<file path="config.mk">
export PLATFORM = sky130hd
export DESIGN_NAME = sdram_init_seq
export DESIGN_NICKNAME = d
export VERILOG_FILES = /design/src/rtl/sdram_init_pkg.sv /design/src/rtl/sis_datapath.sv /design/src/rtl/sis_ctrl.sv /design/src/rtl/sdram_init_seq.sv
export SDC_FILE = /design/constraint.sdc
export NUM_CORES = 1
export LEC_CHECK = 0
export ABC_AREA = 1
export CELL_PAD_IN_SITES_DETAIL_PLACEMENT = 1
export CELL_PAD_IN_SITES_GLOBAL_PLACEMENT = 1
export CORE_UTILIZATION = 32
export DETAILED_ROUTE_END_ITERATION = 7
export PLACE_DENSITY_LB_ADDON = 0.1
export SETUP_SLACK_MARGIN = 0.4
export SLEW_MARGIN = 20
export SYNTH_ARGS = -nofsm -noshare
export SYNTH_HDL_FRONTEND = slang
export SYNTH_SLANG_ARGS = --single-unit
export TNS_END_PERCENT = 30
</file>
<file path="constraint.sdc">
create_clock -name clk -period 4.7 [get_ports clk]
set_input_delay 0.94 -clock clk [delete_from_list [all_inputs] [get_ports clk]]
set_output_delay 0.94 -clock clk [all_outputs]
set_load 0.03 [all_outputs]
</file>
<file path="src/rtl/sdram_init_pkg.sv">
package sdram_init_pkg;

  typedef enum logic [3:0] {
    CMD_MRS   = 4'b0000,
    CMD_REF   = 4'b0001,
    CMD_PRE   = 4'b0010,
    CMD_WR    = 4'b0100,
    CMD_RD    = 4'b0101,
    CMD_NOP   = 4'b0111,
    CMD_DESEL = 4'b1111
  } sdCmd_e;

  typedef enum logic [1:0] {
    ADDR_ZERO,
    ADDR_A10,
    ADDR_HOST
  } addrSel_e;

  localparam logic [2:0] MODE_RESET = 3'b000;
  localparam logic [2:0] MODE_NOP   = 3'b001;
  localparam logic [2:0] MODE_PRE   = 3'b010;
  localparam logic [2:0] MODE_MRS   = 3'b011;
  localparam logic [2:0] MODE_REF   = 3'b110;
  localparam logic [2:0] MODE_RUN   = 3'b111;

  localparam logic [1:0] MEM_TYPE_SDR = 2'b00;

  // control -> datapath strobes
  typedef struct packed {
    sdCmd_e   cmd;
    addrSel_e addrSel;
    logic     ckeLow;
  } ctrlStrobe_t;

endpackage

</file>
<file path="src/rtl/sis_datapath.sv">
module sis_datapath
  import sdram_init_pkg::*;
#(
  parameter int ADDR_W = 16,
  parameter int MA_W   = 13,
  parameter int CKE_W  = 2,
  parameter int REG_W  = 8
) (
  input  logic              clk,
  input  logic              rstN,
  input  logic              regWrEn,
  input  logic [REG_W-1:0]  regWrData,
  input  logic [ADDR_W-1:0] hostAddr,
  input  ctrlStrobe_t       strobe,
  output logic [2:0]        modeVal,
  output logic [REG_W-1:0]  regRdData,
  output logic [3:0]        cmdOut,
  output logic [MA_W-1:0]   memAddr,
  output logic [CKE_W-1:0]  memCke
);

  localparam int HOST_LSB = 3;
  localparam int HOST_MSB = HOST_LSB + MA_W - 1;
  localparam logic [MA_W-1:0] A10_ONLY = MA_W'(1) << 10;

  logic [2:0]      modeReg;
  logic            ckeOn;
  logic [3:0]      cmdReg;
  logic [MA_W-1:0] addrReg;
  logic [MA_W-1:0] addrNext;

  always_ff @(posedge clk or negedge rstN) begin
    if (!rstN) begin
      modeReg <= MODE_RESET;
      ckeOn   <= 1'b0;
    end else if (regWrEn) begin
      modeReg <= regWrData[2:0];
      if (regWrData[2:0] != MODE_RESET) ckeOn <= 1'b1;
    end
  end

  always_comb begin
    unique case (strobe.addrSel)
      ADDR_A10:  addrNext = A10_ONLY;
      ADDR_HOST: addrNext = hostAddr[HOST_MSB:HOST_LSB];
      default:   addrNext = '0;
    endcase
  end

  always_ff @(posedge clk or negedge rstN) begin
    if (!rstN) begin
      cmdReg  <= CMD_DESEL;
      addrReg <= '0;
    end else begin
      cmdReg  <= strobe.cmd;
      addrReg <= addrNext;
    end
  end

  always_comb begin
    regRdData      = '0;
    regRdData[2:0] = modeReg;
    regRdData[5:4] = MEM_TYPE_SDR;
  end

  assign modeVal = modeReg;
  assign cmdOut  = cmdReg;
  assign memAddr = addrReg;
  assign memCke  = {CKE_W{ckeOn & ~strobe.ckeLow}};

endmodule

</file>
<file path="src/rtl/sis_ctrl.sv">
module sis_ctrl
  import sdram_init_pkg::*;
#(
  parameter int EXIT_CYC = 8
) (
  input  logic        clk,
  input  logic        rstN,
  input  logic [2:0]  modeVal,
  input  logic        hostReq,
  input  logic        hostWe,
  input  logic        lpReq,
  output ctrlStrobe_t strobe,
  output logic        hostAck
);

  localparam int CNT_W = $clog2(EXIT_CYC + 1);

  typedef enum logic [2:0] {
    ST_IDLE, ST_ACKD, ST_SRIN, ST_SR, ST_SREXIT
  } state_e;

  state_e          state, stateNxt;
  logic [CNT_W-1:0] exitCnt;
  logic             modeLive;

  assign modeLive = (modeVal != MODE_RESET);

  always_comb begin
    stateNxt       = state;
    strobe.cmd     = CMD_DESEL;
    strobe.addrSel = ADDR_ZERO;
    strobe.ckeLow  = (state == ST_SRIN) || (state == ST_SR);
    unique case (state)
      ST_IDLE: begin
        if (lpReq && modeLive) begin
          stateNxt   = ST_SRIN;
          strobe.cmd = CMD_REF;
        end else if (lpReq && !modeLive) begin
          stateNxt = ST_IDLE;
        end else if (hostReq && modeLive) begin
          stateNxt = ST_ACKD;
          unique case (modeVal)
            MODE_PRE: begin
              strobe.cmd     = CMD_PRE;
              strobe.addrSel = ADDR_A10;
            end
            MODE_MRS: begin
              strobe.cmd     = CMD_MRS;
              strobe.addrSel = ADDR_HOST;
            end
            MODE_REF: strobe.cmd = CMD_REF;
            MODE_RUN: begin
              strobe.cmd     = hostWe ? CMD_WR : CMD_RD;
              strobe.addrSel = ADDR_HOST;
            end
            default:  strobe.cmd = CMD_NOP;  // 001 and reserved 100/101
          endcase
        end
      end
      ST_ACKD:  stateNxt = ST_IDLE;
      ST_SRIN:  stateNxt = ST_SR;
      ST_SR: begin
        if (!lpReq) begin
          stateNxt   = ST_SREXIT;
          strobe.cmd = CMD_NOP;
        end
      end
      ST_SREXIT: begin
        if (exitCnt == '0) stateNxt = ST_IDLE;
        else               strobe.cmd = CMD_NOP;
      end
      default: stateNxt = ST_IDLE;
    endcase
  end

  always_ff @(posedge clk or negedge rstN) begin
    if (!rstN) begin
      state   <= ST_IDLE;
      exitCnt <= '0;
    end else begin
      state <= stateNxt;
      if (state == ST_SR && !lpReq)        exitCnt <= CNT_W'(EXIT_CYC - 1);
      else if (state == ST_SREXIT && exitCnt != '0) exitCnt <= exitCnt - 1'b1;
    end
  end

  assign hostAck = (state == ST_ACKD);

endmodule

</file>
<file path="src/rtl/sdram_init_seq.sv">
module sdram_init_seq
  import sdram_init_pkg::*;
#(
  parameter int ADDR_W   = 16,
  parameter int MA_W     = 13,
  parameter int CKE_W    = 2,
  parameter int EXIT_CYC = 8
) (
  input  logic              clk,
  input  logic              rstN,
  input  logic              regWrEn,
  input  logic [7:0]        regWrData,
  output logic [7:0]        regRdData,
  input  logic              hostReq,
  input  logic              hostWe,
  input  logic [ADDR_W-1:0] hostAddr,
  output logic              hostAck,
  input  logic              lpReq,
  output logic              memCsN,
  output logic              memRasN,
  output logic              memCasN,
  output logic              memWeN,
  output logic [MA_W-1:0]   memAddr,
  output logic [CKE_W-1:0]  memCke
);

  ctrlStrobe_t strobe;
  logic [2:0]  modeVal;
  logic [3:0]  cmdOut;

  sis_ctrl #(.EXIT_CYC(EXIT_CYC)) ctrl_i (
    .clk(clk), .rstN(rstN), .modeVal(modeVal), .hostReq(hostReq),
    .hostWe(hostWe), .lpReq(lpReq), .strobe(strobe), .hostAck(hostAck)
  );

  sis_datapath #(.ADDR_W(ADDR_W), .MA_W(MA_W), .CKE_W(CKE_W), .REG_W(8)) dp_i (
    .clk(clk), .rstN(rstN), .regWrEn(regWrEn), .regWrData(regWrData),
    .hostAddr(hostAddr), .strobe(strobe), .modeVal(modeVal),
    .regRdData(regRdData), .cmdOut(cmdOut), .memAddr(memAddr), .memCke(memCke)
  );

  assign {memCsN, memRasN, memCasN, memWeN} = cmdOut;

endmodule

</file>
==> results.yml, run 1 <==
cts:
  numCtsBuffers: 3
  cts-hold-fix-buffers: 0
  tritoncts: "done"
  cts_sinks: 28
  ctsRootBufferMaster: "clkbuf_8"
  clock_insertion_delay_worst_skew_ns: 0.27
  cts.repair_timing.setup_buffer_count: 0
  htreeDepth: 1
  cts_resized: 0
  cts.reportedPaths.clkPinSlew_ns: 0.10
  cts_buffer_depth: 2
die:
  core_area_um2: 4000
  design.portCount: 58
  std_cell_rows: 23
  die-height_um: 66.6
  initial_core_utilization_pct: 33.4
  fp.dieArea_um2: 4430
  dieWidth_um: 66.6
cells_and_area:
  diodes: 0
  n_fill_cell: 481
  area.growth.synth_to_final_pct: 39.8
  sequential_cell_area_um2: 706
  finalNonFillerCells: 249
  multi_input_area_um2: 487
  ratio_of_cells_with_drive_above_1_in_the_final_layout_pct: 14.1
  nets: 233
place:
  hpwl_um: 2380
  numPlacedInstances: 245
  gp_congestion: 0.780
  placement.io_buffers: 44
  place_ws_ns: 2.00
synth:
  synth.largest_area_cell: "dfrtp_1"
  synth_cell_type_count: 25
  syn-instance-count: 153
  netlist_top_cells_area: "dfrtp_1 45%, nand2_1 9.3%, dfstp_2 7.9%"
  synthesized_area_um2: 1340
  synth_area_per_cell_um2: 8.73
  yosysWarnings: 0
  ys_seq_elements: 28
  yosysSeqAreaShare_pct: 52.9
  yosysTopAreaCellShare_pct: 45.0
timing:
  clock.fmax_mhz: 360
  setup_viol: 0
  report.final.slew_viol_count: 0
  worst_clock_skew_ns: 0.00556
  grt_setup_unrepaired: "false"
  fin_crit_sh_pct: 59.0
  tns_setup_ns: 0
  hold_violations: 0
  timing.final.ws_setup_ns: 1.93
  period_minus_ws_final_ns: 2.77
drt:
  viasPerCell: 4.50
  drt_iter0_drc: 38
  detail_route.wirelength_um: 3060
  routed-via-count: 1120
  route.detailed.drc: 0
  routed_wire_length_per_instance_um: 12.3
  detail-route-antenna-nets: 0
  drt-pass1-iter-count: 4
run:
  timing.max_cap.violations: 0
worst_setup_path:
  endpoint_kind: "output pin"
  worst-endpoint-required_ns: 3.76
  setup.worst_path.start_class: "flop"
  cpMaxStageDelayCell: "clkdlybuf4s50_1"
  ff2ff_setup_slack_ns: 2.88
  cp_cell_sequence: "inv_1 > a21oi_1 > clkdlybuf4s50_1"
  worst_path_dominant_cell_family: "buffers and inverters"
  worst-setup-path-type: "flop to output pin"
  worstPathMaxFanout: 5
  worstPathArrival_ns: 1.83
  cp_num_buf_inv: 2
  critical_path.max_stage_delay_ns: 0.73
power_and_ir_drop:
  cellPowerDensity_nw_per_um2: 429
  p_seq_share_pct: 40.1
  power.switching_w: 0.000311
  power_report.internal_total_w: 0.000491
  vdd.ir_drop.worst_uv: 187
  cell_leakage_power_nw: 0.964
  share_of_total_power_in_combinational_logic_pct: 41.2
  switching_share_pct: 38.8
  power.clock.fraction_pct: 18.8
global_routing:
  grt_max_degree: 29
  gr-usage-all-layers_pct: 15.8
  total_gr_overflow: 0
  vias_in_the_first_global_route: 1165
  wire_length_of_the_first_global_routing_pass_um: 5260
  antenna_found_initial: 0
outcome:
  outcome: "completed"
worst_hold_path:
  hold_class: "flop to flop"
## worst register-to-register path, cell delays in order (launching register included)
cell and delay, ns:
dfrtp_1 0.48, inv_1 0.09, nand2_1 0.07, nor2_1 0.13, nand3_1 0.08, nor2_1 0.21, ha_1 0.47, a21oi_1 0.12
nor2_1 0.10
## state kept, by name, summed over array words and instances (netlist names)
| register | flops |
|---|---|
| dp_i.memAddr | 13 |
| dp_i.cmdOut | 4 |
| ctrl_i.state | 3 |
| dp_i.ckeOn | 1 |
| ctrl_i.exitCnt | 4 |
| dp_i.modeVal | 3 |
## cell usage after synthesis
| cell type | n |
|---|---|
| dfstp_2 | 4 |
| ha_1 | 3 |
| clkbuf_1 | 1 |
| nor2_2 | 4 |
| o21ai_2 | 2 |
| a21oi_1 | 4 |
| inv_2 | 4 |
| nor2_1 | 9 |
| nand3_1 | 11 |
| o21ai_1 | 1 |
| nand4_2 | 1 |
| dfrtp_1 | 24 |
| inv_1 | 25 |
| nand4_1 | 3 |
| nor3_1 | 2 |
| buf_4 | 6 |
| o21bai_1 | 1 |
| nor2_4 | 1 |
| nand2_2 | 4 |
| o21ai_0 | 5 |
| o211ai_1 | 1 |
| conb_1 | 1 |
| nand2_1 | 33 |
| nand3_2 | 1 |
| nand2_4 | 2 |
## cells in the final DEF (no fill, tap or decap)
cell             netlist  routed
nand3_1               11      11
nor3_1                 2       2
nand4_2                1       1
dfrtp_1               24      24
a21oi_1                4       4
nand2_1               33      33
nor2_4                 1       1
o21bai_1               1       1
clkdlybuf4s50_1        0      44
dfstp_2                4       4
inv_1                 25      25
nand4_1                3       3
conb_1                 1       5
o21ai_2                2       2
ha_1                   3       3
nand2_4                2       2
inv_2                  4       4
o211ai_1               1       1
o21ai_0                5       5
nand3_2                1       1
o21ai_1                1       1
buf_4                  6       1
nor2_1                 9       9
nand2_2                4       4
nor2_2                 4       4
clkbuf_8               0       4
## per-layer routing
| metal | share of wire, % | global-route usage [%] | vias to the layer above |
|---|---|---|---|
| li1 | - | - | 553 |
| met3 | 6.7 | 4.62 | 4 |
| met4 | 1.1 | 5.05 | 0 |
| met5 | 0 | 0 | - |
| met2 | 50 | 25.0 | 33 |
| met1 | 43 | 20.5 | 530 |
## power by group through the flow
stage,Sequential (W),Combinational [W],Clock (W)
2_1_floorplan,0.000351,0.000200,0
3_3_place_gp,0.000324,0.000327,0
3_5_place_dp,0.000326,0.000333,0
4_1_cts,0.000321,0.000335,0.000158
5_1_grt,0.000327,0.000366,0.000161
6_report,0.000321,0.000330,0.000150
## path summary, 6_finish.rpt
check / end / startpoint / cells after the start
max: memCke[0] / ctrl_i.state[2] / 3
min: dp_i.ckeOn / dp_i.ckeOn / 2
max reg2reg: dp_i.memAddr[10] / ctrl_i.state[1] / 8
min reg2reg: dp_i.ckeOn / dp_i.ckeOn / 2
max in group asynchronous: dp_i.cmdOut[1] / rstN / 2
min in group asynchronous: ctrl_i.exitCnt[2] / rstN / 2
## stage by stage
stage          hold slack [ns]  utilization [%]  instance area (um^2)  total power [W]
5_1_grt                  0.528             46.7                  1870         0.000854
6_report                 0.509             46.7                  1870         0.000802
4_1_cts                  0.516             46.7                  1870         0.000814
2_1_floorplan            0.444                -                  1350         0.000550
3_5_place_dp             0.489             45.3                  1810         0.000658
3_3_place_gp             0.475             45.3                  1810         0.000652
## cells by family (layout without fill, tap and decap cells)
| logic type | after synthesis | in the layout | synth area share (%) |
|---|---|---|---|
| and+or+nand+nor | 71 | 71 | 26.1 |
| other | 1 | 5 | 0.281 |
| AOI/OAI and AO/OA | 14 | 14 | 6.19 |
| DFF | 28 | 28 | 52.9 |
| buffers and inverters | 36 | 78 | 11.8 |
| adders and majority gates | 3 | 3 | 2.81 |
## final cells by class
| cell class | count | share of cell area [%] |
|---|---|---|
| Clock buffer | 4 | 2.95 |
| Tap cell | 50 | 3.35 |
| Timing Repair Buffer | 45 | 24.0 |
| Sequential cell | 28 | 37.8 |
| Inverter | 29 | 5.83 |
| Multi-Input combinational cell | 93 | 26.1 |
(Power assumes the default switching activity.)
==> run 2: changes to the inputs <==
--- a/config.mk
+++ b/config.mk
@@ -8,7 +8,7 @@
 export ABC_AREA = 1
 export CELL_PAD_IN_SITES_DETAIL_PLACEMENT = 1
 export CELL_PAD_IN_SITES_GLOBAL_PLACEMENT = 1
-export CORE_UTILIZATION = 32
+export CORE_UTILIZATION = 27
 export DETAILED_ROUTE_END_ITERATION = 7
 export PLACE_DENSITY_LB_ADDON = 0.1
 export SETUP_SLACK_MARGIN = 0.4
==> constraint.sdc (replaced) <==
create_clock -name clk -period 2.45 [get_ports clk]
set_input_delay 0.49 -clock clk [delete_from_list [all_inputs] [get_ports clk]]
set_output_delay 0.49 -clock clk [all_outputs]
set_load 0.03 [all_outputs]
==> run 2 against run 1 <==
Worst setup slack worse by 1.6 ns. Clock skew is 0.00074 ns lower. Cell area is 0.87% higher. Non-clock buffer count is 1 higher. Via count is 1.6% lower. Die area is 18% higher. Largest power group unchanged.
==> results.yml, run 2 (synthesis gave the netlist of run 1 again) <==
outcome:
  outcome: "completed"
timing:
  clock.fmax_mhz: 466
  period_minus_ws_final_ns: 2.14
  report.final.slew_viol_count: 0
  grt_setup_unrepaired: "true"
  worst_clock_skew_ns: 0.00481
  hold_slack_ns: 0.506
  fin_crit_sh_pct: 87.5
  tns_setup_ns: 0
  timing.final.ws_setup_ns: 0.306
  setup_viol: 0
  hold_violations: 0
worst_setup_path:
  worst-setup-path-type: "flop to output pin"
  setup.worst_path.start_class: "flop"
  endpoint_kind: "output pin"
  worstPathArrival_ns: 1.65
  worstPathMaxFanout: 4
  worst-endpoint-required_ns: 1.96
drt:
  routed_wire_length_per_instance_um: 12.0
  detail-route-antenna-nets: 0
  routed-via-count: 1102
  drt_iter0_drc: 58
  route.detailed.drc: 0
  drt-pass1-iter-count: 4
  detail_route.wirelength_um: 3200
  viasPerCell: 4.14
place:
  place_ws_ns: 0.345
  placement.io_buffers: 44
  hpwl_um: 2520
  gp_congestion: 0.740
global_routing:
  gr-usage-all-layers_pct: 14.1
  wire_length_of_the_first_global_routing_pass_um: 5630
  grt_max_degree: 29
  total_gr_overflow: 0
  vias_in_the_first_global_route: 1227
  antenna_found_initial: 0
cts:
  cts.repair_timing.setup_buffer_count: 0
  cts.reportedPaths.clkPinSlew_ns: 0.09
  htreeDepth: 1
  numCtsBuffers: 3
  cts_buffer_depth: 2
  cts_sinks: 28
  tritoncts: "done"
  cts-hold-fix-buffers: 0
  ctsRootBufferMaster: "clkbuf_8"
  clock_insertion_delay_worst_skew_ns: 0.27
cells_and_area:
  diodes: 0
  sequential_cell_area_um2: 706
  n_fill_cell: 589
  mostFrequentLayoutCells: "42 x clkdlybuf4s50_1, 33 x nand2_1, 25 x inv_1"
  layout.cells.most_common: "clkdlybuf4s50_1"
  multi_input_area_um2: 487
  nets: 234
  area.growth.synth_to_final_pct: 41.1
  largest_register_ff_count: 13
  ratio_of_cells_with_drive_above_1_in_the_final_layout_pct: 14.1
die:
  dieWidth_um: 72.3
  initial_core_utilization_pct: 28.1
  std_cell_rows: 25
  core_area_um2: 4750
  die-height_um: 72.3
  fp.dieArea_um2: 5230
  design.portCount: 58
worst_hold_path:
  hold_class: "flop to flop"
power_and_ir_drop:
  vdd.ir_drop.worst_uv: 320
  cellPowerDensity_nw_per_um2: 795
  cell_leakage_power_nw: 0.968
run:
  timing.max_cap.violations: 0
run 2: area by class of cell:
| type | count | area share [%] |
|---|---|---|
| well taps | 67 | 4.45 |
| repair buffers | 46 | 24.3 |
| clock buffers | 3 | 2.19 |
| inverters | 29 | 5.78 |
| flip-flops and latches | 28 | 37.5 |
| multi-input cells | 93 | 25.8 |
run 2: worst max-delay path: stages (launching register included):
cell and delay [ns]:
dfrtp_1 0.44, inv_1 0.10, nor3_1 0.14, clkdlybuf4s50_1 0.70
run 2: timing repair:
| item | CTS | global route |
|---|---|---|
| gates cloned | 0 | 0 |
| pin swaps | 0 | 0 |
| hold endpoints to repair | 0 | 0 |
| setup endpoints to repair | 3 | 2 |
| resized for setup | 1 | 1 |
run 2: per-stage QoR:
step,std cells,utilization [%],power (W),instance area (um^2)
after floorplan,157,-,0.00106,1350
after global placement,263,38.7,0.00125,1840
after detailed placement,263,38.7,0.00128,1840
after CTS,266,39.6,0.00153,1880
after global routing,266,39.6,0.00161,1880
final,266,39.6,0.00150,1880
run 2: power breakdown:
group,internal [W],switching (W)
Combinational,0.000240,0.000391
Clock,0.000110,0.000139
Sequential,0.000551,0.0000650
run 2: final timing paths:
check | from | end | slack, ns | cells past startpoint
min in group asynchronous | rstN | dp_i.ckeOn | 0.60 | 2
setup / recovery | ctrl_i.state[0] | hostAck | 0.31 | 3
hold reg to reg | dp_i.ckeOn | dp_i.ckeOn | 0.51 | 2
setup reg to reg | ctrl_i.state[0] | dp_i.memAddr[9] | 0.72 | 9
hold / removal | dp_i.ckeOn | dp_i.ckeOn | 0.51 | 2
max in group asynchronous | rstN | dp_i.cmdOut[2] | 1.53 | 2
run 2: per-layer routing:
layer / track usage, % / wire length, um / vias up
li1: - / - / 550
met1: 16.4 / 1330 / 516
met2: 24.0 / 1570 / 34
met3: 5.14 / 273 / 2
met4: 4.58 / 26 / 0
met5: 0 / 0 / -
==> run 3: changes to the inputs <==
--- a/config.mk
+++ b/config.mk
@@ -10,8 +10,9 @@
 export CELL_PAD_IN_SITES_GLOBAL_PLACEMENT = 1
 export CORE_UTILIZATION = 27
 export DETAILED_ROUTE_END_ITERATION = 7
+export GPL_TIMING_DRIVEN = 1
 export PLACE_DENSITY_LB_ADDON = 0.1
-export SETUP_SLACK_MARGIN = 0.4
+export SETUP_SLACK_MARGIN = 0.05
 export SLEW_MARGIN = 20
 export SYNTH_ARGS = -nofsm -noshare
 export SYNTH_HDL_FRONTEND = slang
==> run 3 against run 2 <==
Via count hardly changed. Critical endpoint is now memCke[0]. Largest power group unchanged. Critical path depth stayed put. Highest routed layer unchanged. Global-route usage stayed put. Maximum frequency is 2.1% lower.
==> results.yml, run 3 (synthesis gave the netlist of run 1 again) <==
drt:
  routed-via-count: 1103
  route.detailed.drc: 0
  drt-pass1-iter-count: 4
  detail-route-antenna-nets: 0
  routed_wire_length_per_instance_um: 12.0
  drt_iter0_drc: 58
  viasPerCell: 4.15
  detail_route.wirelength_um: 3190
power_and_ir_drop:
  vdd.ir_drop.worst_uv: 323
  power_report.internal_total_w: 0.000910
  cellPowerDensity_nw_per_um2: 800
  p_seq_share_pct: 40.9
  power.clock.fraction_pct: 16.5
  power.switching_w: 0.000596
  share_of_total_power_in_combinational_logic_pct: 42.5
  switching_share_pct: 39.6
  cell_leakage_power_nw: 0.962
timing:
  setup_viol: 0
  fin_crit_sh_pct: 89.4
  grt_setup_unrepaired: "false"
  hold_slack_ns: 0.506
  report.final.slew_viol_count: 0
  tns_setup_ns: 0
  worst_clock_skew_ns: 0.00481
  period_minus_ws_final_ns: 2.19
  hold_violations: 0
  clock.fmax_mhz: 457
  timing.final.ws_setup_ns: 0.260
cells_and_area:
  layout.cells.most_common: "clkdlybuf4s50_1"
  ratio_of_cells_with_drive_above_1_in_the_final_layout_pct: 14.1
  finalNonFillerCells: 266
  nets: 234
  diodes: 0
  mostFrequentLayoutCells: "44 x clkdlybuf4s50_1, 33 x nand2_1, 25 x inv_1"
  area.growth.synth_to_final_pct: 41.0
  summed_area_of_non_filler_cells_in_the_final_layout_um2: 1880
  largest_register_ff_count: 13
global_routing:
  total_gr_overflow: 0
  grt_max_degree: 29
  antenna_found_initial: 0
  vias_in_the_first_global_route: 1227
  gr-usage-all-layers_pct: 14.1
  wire_length_of_the_first_global_routing_pass_um: 5630
cts:
  cts_buffer_depth: 2
  htreeDepth: 1
  ctsRootBufferMaster: "clkbuf_8"
  tritoncts: "done"
  cts_resized: 0
  cts.repair_timing.setup_buffer_count: 0
  numCtsBuffers: 3
  cts.reportedPaths.clkPinSlew_ns: 0.09
  clock_insertion_delay_worst_skew_ns: 0.27
  cts_sinks: 28
  cts-hold-fix-buffers: 0
worst_hold_path:
  timing.hold.worst_endpoint: "dp_i.ckeOn"
  hold_class: "flop to flop"
  hold_depth: 2
  min-delay-start: "dp_i.ckeOn"
run:
  timing.max_cap.violations: 0
die:
  core_area_um2: 4750
  design.portCount: 58
  die-height_um: 72.3
  initial_core_utilization_pct: 28.1
  fp.dieArea_um2: 5230
  dieWidth_um: 72.3
  std_cell_rows: 25
worst_setup_path:
  ff2ff_setup_slack_ns: 0.72
  reg2reg_depth: 9
  endpoint_kind: "output pin"
  worst-setup-path-type: "flop to output pin"
  cpMaxStageDelayCell: "clkdlybuf4s50_1"
  r2r_end: "dp_i.memAddr[9]"
  cp_cell_sequence: "inv_1 > a21oi_1 > clkdlybuf4s50_1"
  worst_setup_path_startpoint: "ctrl_i.state[2]"
  reg2reg_from: "ctrl_i.state[0]"
  setup.worst_path.start_class: "flop"
  critical_path.max_stage_delay_ns: 0.70
  worstPathMaxFanout: 5
  worst-endpoint-required_ns: 1.96
  worstPathArrival_ns: 1.70
place:
  place_ws_ns: 0.345
  placement.io_buffers: 44
  numPlacedInstances: 263
  dpl_cell_area_um2: 1840
  hpwl_um: 2520
  gp_congestion: 0.740
outcome:
  outcome: "completed"
-- run 3: cell types whose count changed in the layout (fill, tap and decap cells not counted) --
cell / delta
dlymetal6s2s_1: -1
clkdlybuf4s50_1: +2
dlygate4sd2_1: -1
-- run 3: power by group through the flow --
stage / combinational, W / sequential (W) / clock, W
after floorplan: 0.000383 / 0.000673 / 0
after global placement: 0.000631 / 0.000620 / 0
after detailed placement: 0.000651 / 0.000625 / 0
after CTS: 0.000654 / 0.000616 / 0.000269
after global routing: 0.000712 / 0.000625 / 0.000280
final: 0.000641 / 0.000616 / 0.000249
-- run 3: worst max-delay path by stage --
stage,endpoint,slack (ns),depth (start not counted)
5_1_grt,memCke[0],0.14,3
3_5_place_dp,dp_i.memAddr[9],0.34,8
3_3_place_gp,dp_i.memAddr[0],0.37,8
4_1_cts,memCke[0],0.24,3
2_1_floorplan,memCke[1],0.67,3
6_report,memCke[0],0.26,3
-- run 3: cell type report --
type                       count  area (um^2)
fill                         589         2870
sequential                    28          706
multi-input combinational     93          487
timing repair buffer          46          455
inverter                      29          109
tap                           67         83.8
clock buffer                   3         41.3
-- run 3: routing by layer --
layer	track usage, %	routed length, um
met3	5.14	273
met1	16.4	1330
met2	24.0	1570
met5	0	0
met4	4.58	26
-- run 3: through the flow --
stage / utilization (%) / total power, W
2_1_floorplan: - / 0.00106
3_3_place_gp: 38.7 / 0.00125
3_5_place_dp: 38.7 / 0.00128
4_1_cts: 39.6 / 0.00154
5_1_grt: 39.6 / 0.00162
6_report: 39.6 / 0.00151
-- run 3: critical path, delay by kind of cell, from the launching register on --
kind            cells  cell delay [ns]
compound gates      1             0.18
buf+inv             2             0.83
flops               1             0.42
